--- config.mk ---
export PLATFORM = sky130hd
export DESIGN_NAME = utl_tx_link
export DESIGN_NICKNAME = d
export VERILOG_FILES = /design/src/rtl/utl_tx_pkg.sv /design/src/rtl/utl_tx_seq.sv /design/src/rtl/utl_tx_fetch.sv /design/src/rtl/utl_tx_drive.sv /design/src/rtl/utl_tx_link.sv
export SDC_FILE = /design/constraint.sdc
export NUM_CORES = 1
export LEC_CHECK = 0
export BUFFER_PORTS_ARGS = -buffer_cell sky130_fd_sc_hd__buf_2
export CORE_MARGIN = 5
export CORE_UTILIZATION = 35
export DETAILED_ROUTE_END_ITERATION = 16
export PLACE_DENSITY_LB_ADDON = 0.1
export REMOVE_ABC_BUFFERS = 1
export SLEW_MARGIN = 40
export SYNTH_ARGS = -nofsm -noshare
export SYNTH_HDL_FRONTEND = slang
export SYNTH_HIERARCHICAL = 1
export SYNTH_SLANG_ARGS = --single-unit
--- constraint.sdc ---
create_clock -name clk -period 5.8 [get_ports clk]
set_clock_uncertainty 0.2 [all_clocks]
set_input_delay 0.58 -clock clk [delete_from_list [all_inputs] [get_ports clk]]
set_output_delay 0.58 -clock clk [all_outputs]
set_load 0.02 [all_outputs]
--- src/rtl/utl_tx_pkg.sv ---
// Shared types for the egress link-layer transmitter.
// Assumes nothing beyond the standard SystemVerilog enum rules.
package utl_tx_pkg;

    // Sequencer state: whether a cell is on the PHY bus.
    typedef enum logic {
        ST_IDLE = 1'b0,
        ST_SEND = 1'b1
    } tx_state_e;

endpackage

--- src/rtl/utl_tx_seq.sv ---
// Cell sequencer: tracks which byte of the 54-byte user cell is on the bus.
// Decides whether the next cycle carries a byte, which byte that is, and
// whether a word must be fetched to supply it.
// Assumes DROP_IDX is odd (a low byte), so the byte after it starts a word,
// and that mode_full is stable while a cell is in flight.
module utl_tx_seq
    import utl_tx_pkg::*;
#(
    parameter int CELL_WORDS = 27,
    parameter int DROP_IDX   = 5
) (
    input  logic clk,
    input  logic rst_n,
    input  logic mode_full,
    input  logic usr_avail,
    input  logic phy_clav,
    output logic go_o,
    output logic first_o,
    output logic rd_o
);
    localparam int CELL_BYTES = 2 * CELL_WORDS;
    localparam int IDX_W      = $clog2(CELL_BYTES);
    localparam int LAST_IDX   = CELL_BYTES - 1;

    tx_state_e        st_q;
    logic [IDX_W-1:0] k_q;
    logic [IDX_W-1:0] nk;
    logic             cont;
    logic             at_last;

    // Next-byte decision: start, continue, skip UDF2, or stop.
    always_comb begin
        cont    = usr_avail & phy_clav;
        at_last = (k_q == IDX_W'(LAST_IDX));
        go_o    = 1'b0;
        nk      = '0;
        if (st_q == ST_IDLE) begin
            go_o = cont;
        end else if (at_last) begin
            go_o = cont;
        end else begin
            go_o = 1'b1;
            if (!mode_full && (k_q == IDX_W'(DROP_IDX - 1))) begin
                nk = IDX_W'(DROP_IDX + 1);
            end else begin
                nk = k_q + 1'b1;
            end
        end
        rd_o    = go_o & ~nk[0];
        first_o = go_o & (nk == '0);
    end

    // State and byte-index registers.
    always_ff @(posedge clk) begin
        if (!rst_n) begin
            st_q <= ST_IDLE;
            k_q  <= '0;
        end else begin
            st_q <= go_o ? ST_SEND : ST_IDLE;
            k_q  <= nk;
        end
    end

    // a started cell stays on the bus until its final byte.
    p_cell_runs_r7: assert property (@(posedge clk) disable iff (!rst_n)
        (st_q == ST_SEND && !at_last) |=> (st_q == ST_SEND));

    // in 53-byte mode the UDF2 index is never on the bus.
    p_udf_dropped_r5: assert property (@(posedge clk) disable iff (!rst_n)
        (st_q == ST_SEND && !mode_full) |-> (k_q != IDX_W'(DROP_IDX)));

    // an idle sequencer is parked at byte 0.
    p_idle_parked_r9: assert property (@(posedge clk) disable iff (!rst_n)
        (st_q == ST_IDLE) |-> (k_q == '0));

endmodule

--- src/rtl/utl_tx_fetch.sv ---
// Word fetch side: keeps the word index toward the user buffer and holds
// the low byte of the last fetched word until its turn on the bus.
// Assumes the buffer presents the requested word in the cycle the strobe
// is high.
module utl_tx_fetch #(
    parameter int CELL_WORDS = 27,
    parameter int BYTE_W     = 8
) (
    input  logic                          clk,
    input  logic                          rst_n,
    input  logic                          rd_i,
    input  logic [2*BYTE_W-1:0]           word_i,
    output logic [$clog2(CELL_WORDS)-1:0] adr_o,
    output logic [BYTE_W-1:0]             lo_o
);
    localparam int ADR_W    = $clog2(CELL_WORDS);
    localparam int LAST_ADR = CELL_WORDS - 1;

    logic [ADR_W-1:0]  adr_q;
    logic [BYTE_W-1:0] lo_q;

    // Word index: advance on each capture, wrap after the last word.
    always_ff @(posedge clk) begin
        if (!rst_n) begin
            adr_q <= '0;
        end else if (rd_i) begin
            adr_q <= (adr_q == ADR_W'(LAST_ADR)) ? '0 : adr_q + 1'b1;
        end
    end

    // Low-byte holding register, loaded with each captured word.
    always_ff @(posedge clk) begin
        if (!rst_n) begin
            lo_q <= '0;
        end else if (rd_i) begin
            lo_q <= word_i[BYTE_W-1:0];
        end
    end

    assign adr_o = adr_q;
    assign lo_o  = lo_q;

    // the index stays within one cell.
    p_adr_bound_r3: assert property (@(posedge clk) disable iff (!rst_n)
        adr_q <= ADR_W'(LAST_ADR));

    // the index moves only after a read.
    p_adr_hold_r3: assert property (@(posedge clk) disable iff (!rst_n)
        !$past(rd_i) |-> $stable(adr_q));

endmodule

--- src/rtl/utl_tx_drive.sv ---
// PHY output stage: registers enable, start-of-cell flag and data byte.
// An upper byte comes straight from the word being captured; a lower byte
// comes from the holding register. The bus is zero while deselected.
module utl_tx_drive #(
    parameter int BYTE_W = 8
) (
    input  logic              clk,
    input  logic              rst_n,
    input  logic              go_i,
    input  logic              first_i,
    input  logic              rd_i,
    input  logic [BYTE_W-1:0] hi_i,
    input  logic [BYTE_W-1:0] lo_i,
    output logic              en_n_o,
    output logic              soc_o,
    output logic [BYTE_W-1:0] byte_o
);
    // Output registers toward the PHY.
    always_ff @(posedge clk) begin
        if (!rst_n) begin
            en_n_o <= 1'b1;
            soc_o  <= 1'b0;
            byte_o <= '0;
        end else begin
            en_n_o <= ~go_i;
            soc_o  <= first_i;
            byte_o <= !go_i ? '0 : (rd_i ? hi_i : lo_i);
        end
    end

endmodule

--- src/rtl/utl_tx_link.sv ---
// Top of the egress link-layer transmitter: user cell buffer (16-bit words)
// to UTOPIA Level 1 transmit port (8-bit bytes), one clock domain.
// Assumes mode_full changes only while no cell is in flight and the buffer
// answers a read in the same cycle.
module utl_tx_link #(
    parameter int CELL_WORDS = 27,
    parameter int BYTE_W     = 8,
    parameter int DROP_IDX   = 5,
    localparam int ADR_W     = $clog2(CELL_WORDS),
    localparam int WORD_W    = 2 * BYTE_W
) (
    input  logic              clk,
    input  logic              rst_n,
    input  logic              mode_full,
    input  logic              usr_avail,
    output logic              usr_rd,
    output logic [ADR_W-1:0]  usr_word_idx,
    input  logic [WORD_W-1:0] usr_word,
    input  logic              phy_clav,
    output logic              phy_en_n,
    output logic              phy_soc,
    output logic [BYTE_W-1:0] phy_byte
);
    localparam int PAIR_WORD = (DROP_IDX + 1) / 2;

    logic              go;
    logic              first;
    logic              rd;
    logic [BYTE_W-1:0] lo_byte;

    utl_tx_seq #(
        .CELL_WORDS(CELL_WORDS),
        .DROP_IDX  (DROP_IDX)
    ) u_seq (
        .clk      (clk),
        .rst_n    (rst_n),
        .mode_full(mode_full),
        .usr_avail(usr_avail),
        .phy_clav (phy_clav),
        .go_o     (go),
        .first_o  (first),
        .rd_o     (rd)
    );

    utl_tx_fetch #(
        .CELL_WORDS(CELL_WORDS),
        .BYTE_W    (BYTE_W)
    ) u_fetch (
        .clk   (clk),
        .rst_n (rst_n),
        .rd_i  (rd),
        .word_i(usr_word),
        .adr_o (usr_word_idx),
        .lo_o  (lo_byte)
    );

    utl_tx_drive #(
        .BYTE_W(BYTE_W)
    ) u_drive (
        .clk    (clk),
        .rst_n  (rst_n),
        .go_i   (go),
        .first_i(first),
        .rd_i   (rd),
        .hi_i   (usr_word[WORD_W-1:BYTE_W]),
        .lo_i   (lo_byte),
        .en_n_o (phy_en_n),
        .soc_o  (phy_soc),
        .byte_o (phy_byte)
    );

    assign usr_rd = rd;

    // the PHY is only selected after both ready inputs were high.
    p_start_gated_r2: assert property (@(posedge clk) disable iff (!rst_n)
        $fell(phy_en_n) |-> $past(usr_avail && phy_clav));

    // start of cell only appears while the PHY is selected.
    p_soc_framed_r4: assert property (@(posedge clk) disable iff (!rst_n)
        phy_soc |-> !phy_en_n);

    // consecutive reads only fetch the word after UDF2 in 53-byte mode.
    p_rd_pair_r6: assert property (@(posedge clk) disable iff (!rst_n)
        (usr_rd && $past(usr_rd)) |-> (!mode_full && usr_word_idx == ADR_W'(PAIR_WORD)));

    // deselected bus is quiet.
    p_quiet_idle_r9: assert property (@(posedge clk) disable iff (!rst_n)
        phy_en_n |-> (!phy_soc && phy_byte == '0));

endmodule

-- Word-level counts from Yosys, hierarchy flattened
Index checks and enable logic that the tools add are counted.
- add/sub/neg operators: 2
- equal/unequal tests: 3
- multiplexer cells: 8
- bitwise operators: 5
- reductions and logical operators: 4
- operators by type and width (cell ; count):
    two-way mux 6 bit ; 3
    two-way mux 8 bit ; 1
    adder 6 x 1 -> 6 bit (second input constant) ; 1
    == test 6 x 3 -> 1 bit (second input constant) ; 1
    == test 6 bit (second input constant) ; 1
    zero test 6 bit ; 1
    adder 5 x 1 -> 5 bit (second input constant) ; 1
    == test 5 bit (second input constant) ; 1
    two-way mux 5 bit ; 1
    AND 1 bit ; 3
    two-way mux 1 bit ; 3
    inverter 1 bit ; 2
    AND reduction 2 bit ; 1
    logical AND 1 bit ; 1
    zero test 1 bit ; 1
- bits in registers: 30
- bits of input ports: 21
- output and inout port bits: 16

-- Longest topological paths before layout
- depth in word-level cells: 8
- depth in mapped cells: 11

-- Modules after synthesis
The synthesis kept the hierarchy.
- modules (own cells, without submodules) (module ; times used ; cells each ; area each (um2) ; sequential area each (um2)):
    utl_tx_fetch ; 1 ; 50 ; 548.0 ; 260.2
    utl_tx_seq ; 1 ; 47 ; 437.9 ; 140.1
    utl_tx_drive ; 1 ; 29 ; 331.6 ; 200.2

-- Least setup slack after synthesis
Ideal clock, no wire load.
- path kind: input to register
- start: input mode_full
- end: register u_fetch.adr_q[3], in the netlist u_fetch/adr_o[3]
- setup time: 0.121 ns
- data arrival time: 2.149 ns
- data required time: 5.479 ns
- path slack: 3.330 ns
- stages on the path: 9
- buffers on the path: 2
- cells stage by stage: nor4b_2 -> and2_4 -> nor2_1 -> a21boi_1 -> buf_6 -> buf_12 -> nand4_1 -> xor2_1 -> nor2_1
- cells in the longest elaborated chain, start to end: 7
- ends and longest elaborated chain (element ; RTL line ; text):
    from (decl) ; utl_tx_link.sv:14 ; input logic mode_full,
    zero test 1 bit ; utl_tx_seq.sv:43 ; if (!mode_full && (k_q == IDX_W'(DROP_IDX - 1))) begin
    logical AND 1 bit ; utl_tx_seq.sv:43 ;
    two-way mux 6 bit ; utl_tx_seq.sv:43 ;
    two-way mux 6 bit ; utl_tx_seq.sv:39 ; end else if (at_last) begin
    two-way mux 6 bit ; utl_tx_seq.sv:37 ; if (st_q == ST_IDLE) begin
    inverter 1 bit ; utl_tx_seq.sv:49 ; rd_o = go_o & ~nk[0];
    AND 1 bit ; utl_tx_seq.sv:49 ;
    via usr_rd ; utl_tx_link.sv:16 ; output logic usr_rd,
    to (signal assigned) ; utl_tx_fetch.sv:27 ; adr_q <= (adr_q == ADR_W'(LAST_ADR)) ? '0 : adr_q + 1'b1;
    to (decl) ; utl_tx_fetch.sv:19 ; logic [ADR_W-1:0] adr_q;
The timed path passes the listed nets, and every way through them passes these cells.
A chain may end at the register's enable or synchronous reset.

-- Worst setup path in the final report
- start: register u_seq.k_q[1]
- end: output usr_rd
- elaborated cells on any way between the ends: 10
- classes of those cells: 2 x eq/ne; 5 x mux; 2 x bitwise; 1 x reduce/logical
- RTL lines (element ; RTL line ; text):
    from (decl) ; utl_tx_seq.sv:26 ; logic [IDX_W-1:0] k_q;
    from (signal assigned) ; utl_tx_seq.sv:60 ; k_q <= nk;
    == test 6 bit ; utl_tx_seq.sv:34 ; at_last = (k_q == IDX_W'(LAST_IDX));
    two-way mux 1 bit ; utl_tx_seq.sv:39 ;
    two-way mux 1 bit ; utl_tx_seq.sv:37 ;
    via go ; utl_tx_link.sv:26 ; logic go;
    AND 1 bit ; utl_tx_seq.sv:49 ;
    to (decl) ; utl_tx_link.sv:16 ;
The timed path passes the listed nets, and every way through them passes these cells.

==> results.py <==
metrics = {
    "outcome": {
        "status": "finished, final reports clean",
    },
    "worst_hold_path": {
        "min_path_type": "register to register",
    },
    "timing": {
        "slew_headroom": 0.778,
        "rsz0062_at_grt": "no",
        "finalHoldViolCount": 0,
        "fmax_mhz": 352,
        "drv_slew": 0,
        "timing.setup.tns_ns": 0,
        "final.period_utilization": 0.490,
        "worst_pin_slew_ns": 0.332,
        "setup_viol": 0,
        "layout_min_cycle_time_ns": 2.84,
    },
    "floorplan": {
        "die_area_um2": 5090,
        "ioPinCount": 37,
        "fp.dieH_um": 71.4,
        "coreArea_um2": 3660,
        "start_util": 0.360,
        "fp-row-count": 22,
        "die_w_um": 71.4,
    },
    "yosys": {
        "yosysSeqAreaShare": 0.456,
        "synth-compound-area-share": 0.0760,
        "synth_fa_ha_area_frac": 0.0475,
        "synth-main-ff-cell": "dfxtp_1",
        "synthMuxAreaShare": 0.122,
        "yosys.cell_count.top_type": "dfxtp_1",
        "synth_xor_area_frac": 0.0532,
        "ys_top_cells_by_area": "dfxtp_1 46%, mux2i_1 12%, nor2_1 6.3%, ha_1 4.7%, xor2_1 4.0%",
        "netlist.area_leader.share": 0.456,
        "synthesis.area_um2": 1320,
        "yosys.area_share.simple": 0.199,
        "synth-edff-count": 0,
        "syn_area_per_cell_um2": 10.5,
        "synth_seq_cells": 30,
        "ys_warn_count": 6,
        "yosys.area.top_type": "dfxtp_1",
        "synthTopCellsByCount": "30 x dfxtp_1, 22 x nor2_1, 16 x mux2i_1, 8 x nor2b_1, 6 x xor2_1",
        "synth_top_family_by_area": "simple AND/OR/NAND/NOR gates",
        "async_reset_ff_frac": 0,
        "syn-instance-count": 126,
        "ys_types": 29,
    },
    "cts": {
        "cts-root-buf": "clkbuf_8",
        "numCtsBuffers": 5,
        "clk_pin_slew_ns": 0.06,
        "cts-resized-gates": 0,
        "cts_hold_buf": 0,
        "cts_tree": "yes",
        "post-cts-setup-buffer-count": 0,
        "htree_levels": 2,
        "clock-sinks": 30,
        "clockBufferDepth": 2,
        "clock_latency_ns": 0.28,
    },
    "finish": {
        "fin_nets": 193,
        "area_delta_synth_final_pct": 22.8,
        "drive_above_1_share": 0.315,
        "antenna_cells": 0,
        "postLayoutCoreUtil": 0.442,
    },
    "global_route": {
        "gr-usage-met2": 0.188,
        "grt_use_met3": 0.0463,
        "grt.busiest_layer": "met2",
        "use_met1": 0.118,
        "grt_max_degree": 25,
        "grt_overflow": 0,
        "grt_pass1_vias": 991,
        "track_usage": 0.111,
        "grt_first_pass_wirelength_mm": 4.42,
        "antenna_found_initial": 0,
    },
    "setup_path": {
        "cp_top_family": "buffers and inverters",
        "required_ns": 5.02,
        "end_kind": "output pin",
        "max_stage_delay_ns": 0.37,
        "start_kind": "register",
        "cp_num_buf_inv": 3,
        "worstSetupPathType": "register to output pin",
        "crit_path_cell_trace": "inv_1 -> ha_1 -> a41oi_4 -> a21o_4 -> a21boi_2 -> buf_4 -> buf_2",
        "cp.arrival_ns": 2.06,
        "cp_max_fo": 24,
        "crit_path_top_delay_cell": "dfxtp_1",
    },
    "drt": {
        "routed_wl_mm": 2.48,
        "ant_nets": 0,
        "drc": 0,
        "vias_per_cell": 4.46,
        "vias": 964,
        "drt-pass1-iter-count": 4,
        "wl_per_cell_um": 11.5,
        "first_iter_violations": 39,
    },
    "power": {
        "p_sw_mw": 0.111,
        "p_clk_frac": 0.374,
        "p_comb_frac": 0.132,
        "internal_power_mw": 0.339,
        "share_seq_of_total_power": 0.494,
        "p_leak_nw": 0.705,
        "ir_drop_mv": 0.123,
        "power-per-cell-area_nw_per_um2": 278,
        "swShare": 0.246,
    },
    "placement": {
        "port_buffers": 36,
        "gp_congestion": 0.695,
        "dp_hpwl_mm": 1.88,
    },
    "run": {
        "maxCapViolCount": 0,
    },
}
cell families (layout without fill, tap and decap cells):
family,count (synthesis),in the layout
AO/OA/AOI/OAI,10,10
XOR/XNOR,8,8
adder cells (fa/ha/maj),5,5
buffers and inverters,8,50
flip-flops,30,30
multiplexers,16,16
AND/OR/NAND/NOR,49,49
final timing paths:
path                    from           endpoint  slack, ns  cells past startpoint
max             u_seq/k_q[1]             usr_rd       2.96                      7
min          u_fetch/lo_o[1]  u_drive/byte_o[1]       0.30                      2
max reg2reg     u_seq/k_q[1]   u_fetch/adr_o[1]       3.46                      9
min reg2reg  u_fetch/lo_o[1]  u_drive/byte_o[1]       0.30                      2
metrics by stage:
| step | std cells | power [mW] | setup WS (ns) | hold WS, ns | cell area (um2) |
|---|---|---|---|---|---|
| floorplan | 123 | 0.267 | 2.13 | 0.260 | 1270 |
| global placement | 208 | 0.286 | 3.13 | 0.273 | 1530 |
| detailed placement | 208 | 0.287 | 3.13 | 0.283 | 1530 |
| CTS | 216 | 0.459 | 2.93 | 0.303 | 1620 |
| global route | 216 | 0.477 | 2.79 | 0.337 | 1620 |
| finish | 216 | 0.450 | 2.96 | 0.299 | 1620 |
layer usage:
metal  up-vias  share of wire
li1        504              -
met1       431           0.43
met2        25           0.50
met3         4          0.058
met4         0          0.010
met5         -              0
tightest hold or removal path, delay by kind of cell, from the launching register on:
family,cells,cell delay [ns]
and+or+nand+nor,1,0.07
DFF,1,0.33
muxes,1,0.06
power groups by stage:
stage / combinational, mW / clock (mW) / sequential (mW)
after floorplan: 0.0350 / 0 / 0.232
after global placement: 0.0599 / 0 / 0.227
after detailed placement: 0.0605 / 0 / 0.227
after CTS: 0.0607 / 0.176 / 0.222
after global routing: 0.0664 / 0.187 / 0.223
final: 0.0596 / 0.168 / 0.222
registers in the layout, summed over array words and instances (netlist names):
name and flops:
u_drive/byte_o 8, u_fetch/lo_o 8, u_seq/k_q 6, u_fetch/adr_o 5, u_drive/en_n_o 1, u_drive/soc_o 1, u_seq/st_q 1
cell type report:
class                   count  area, um2
clock buffers               7       86.3
flip-flops and latches     30        601
repair buffers             37        188
clock inverters             1       5.00
fillers                   349       2040
multi-input cells          88        659
well taps                  48       60.1
inverters                   5       18.8
cells in the final DEF (no fill, tap or decap), drive strengths merged, types with 3 or more instances in the layout:
cell | synthesis | final
and2 | 3 | 3
buf | 3 | 37
clkbuf | 0 | 7
dfxtp | 30 | 30
ha | 5 | 5
inv | 5 | 5
mux2i | 16 | 16
nand2 | 4 | 4
nand4 | 4 | 4
nor2 | 22 | 22
nor2b | 9 | 9
xor2 | 6 | 6
No activity file was read; power rests on OpenSTA's default activity.
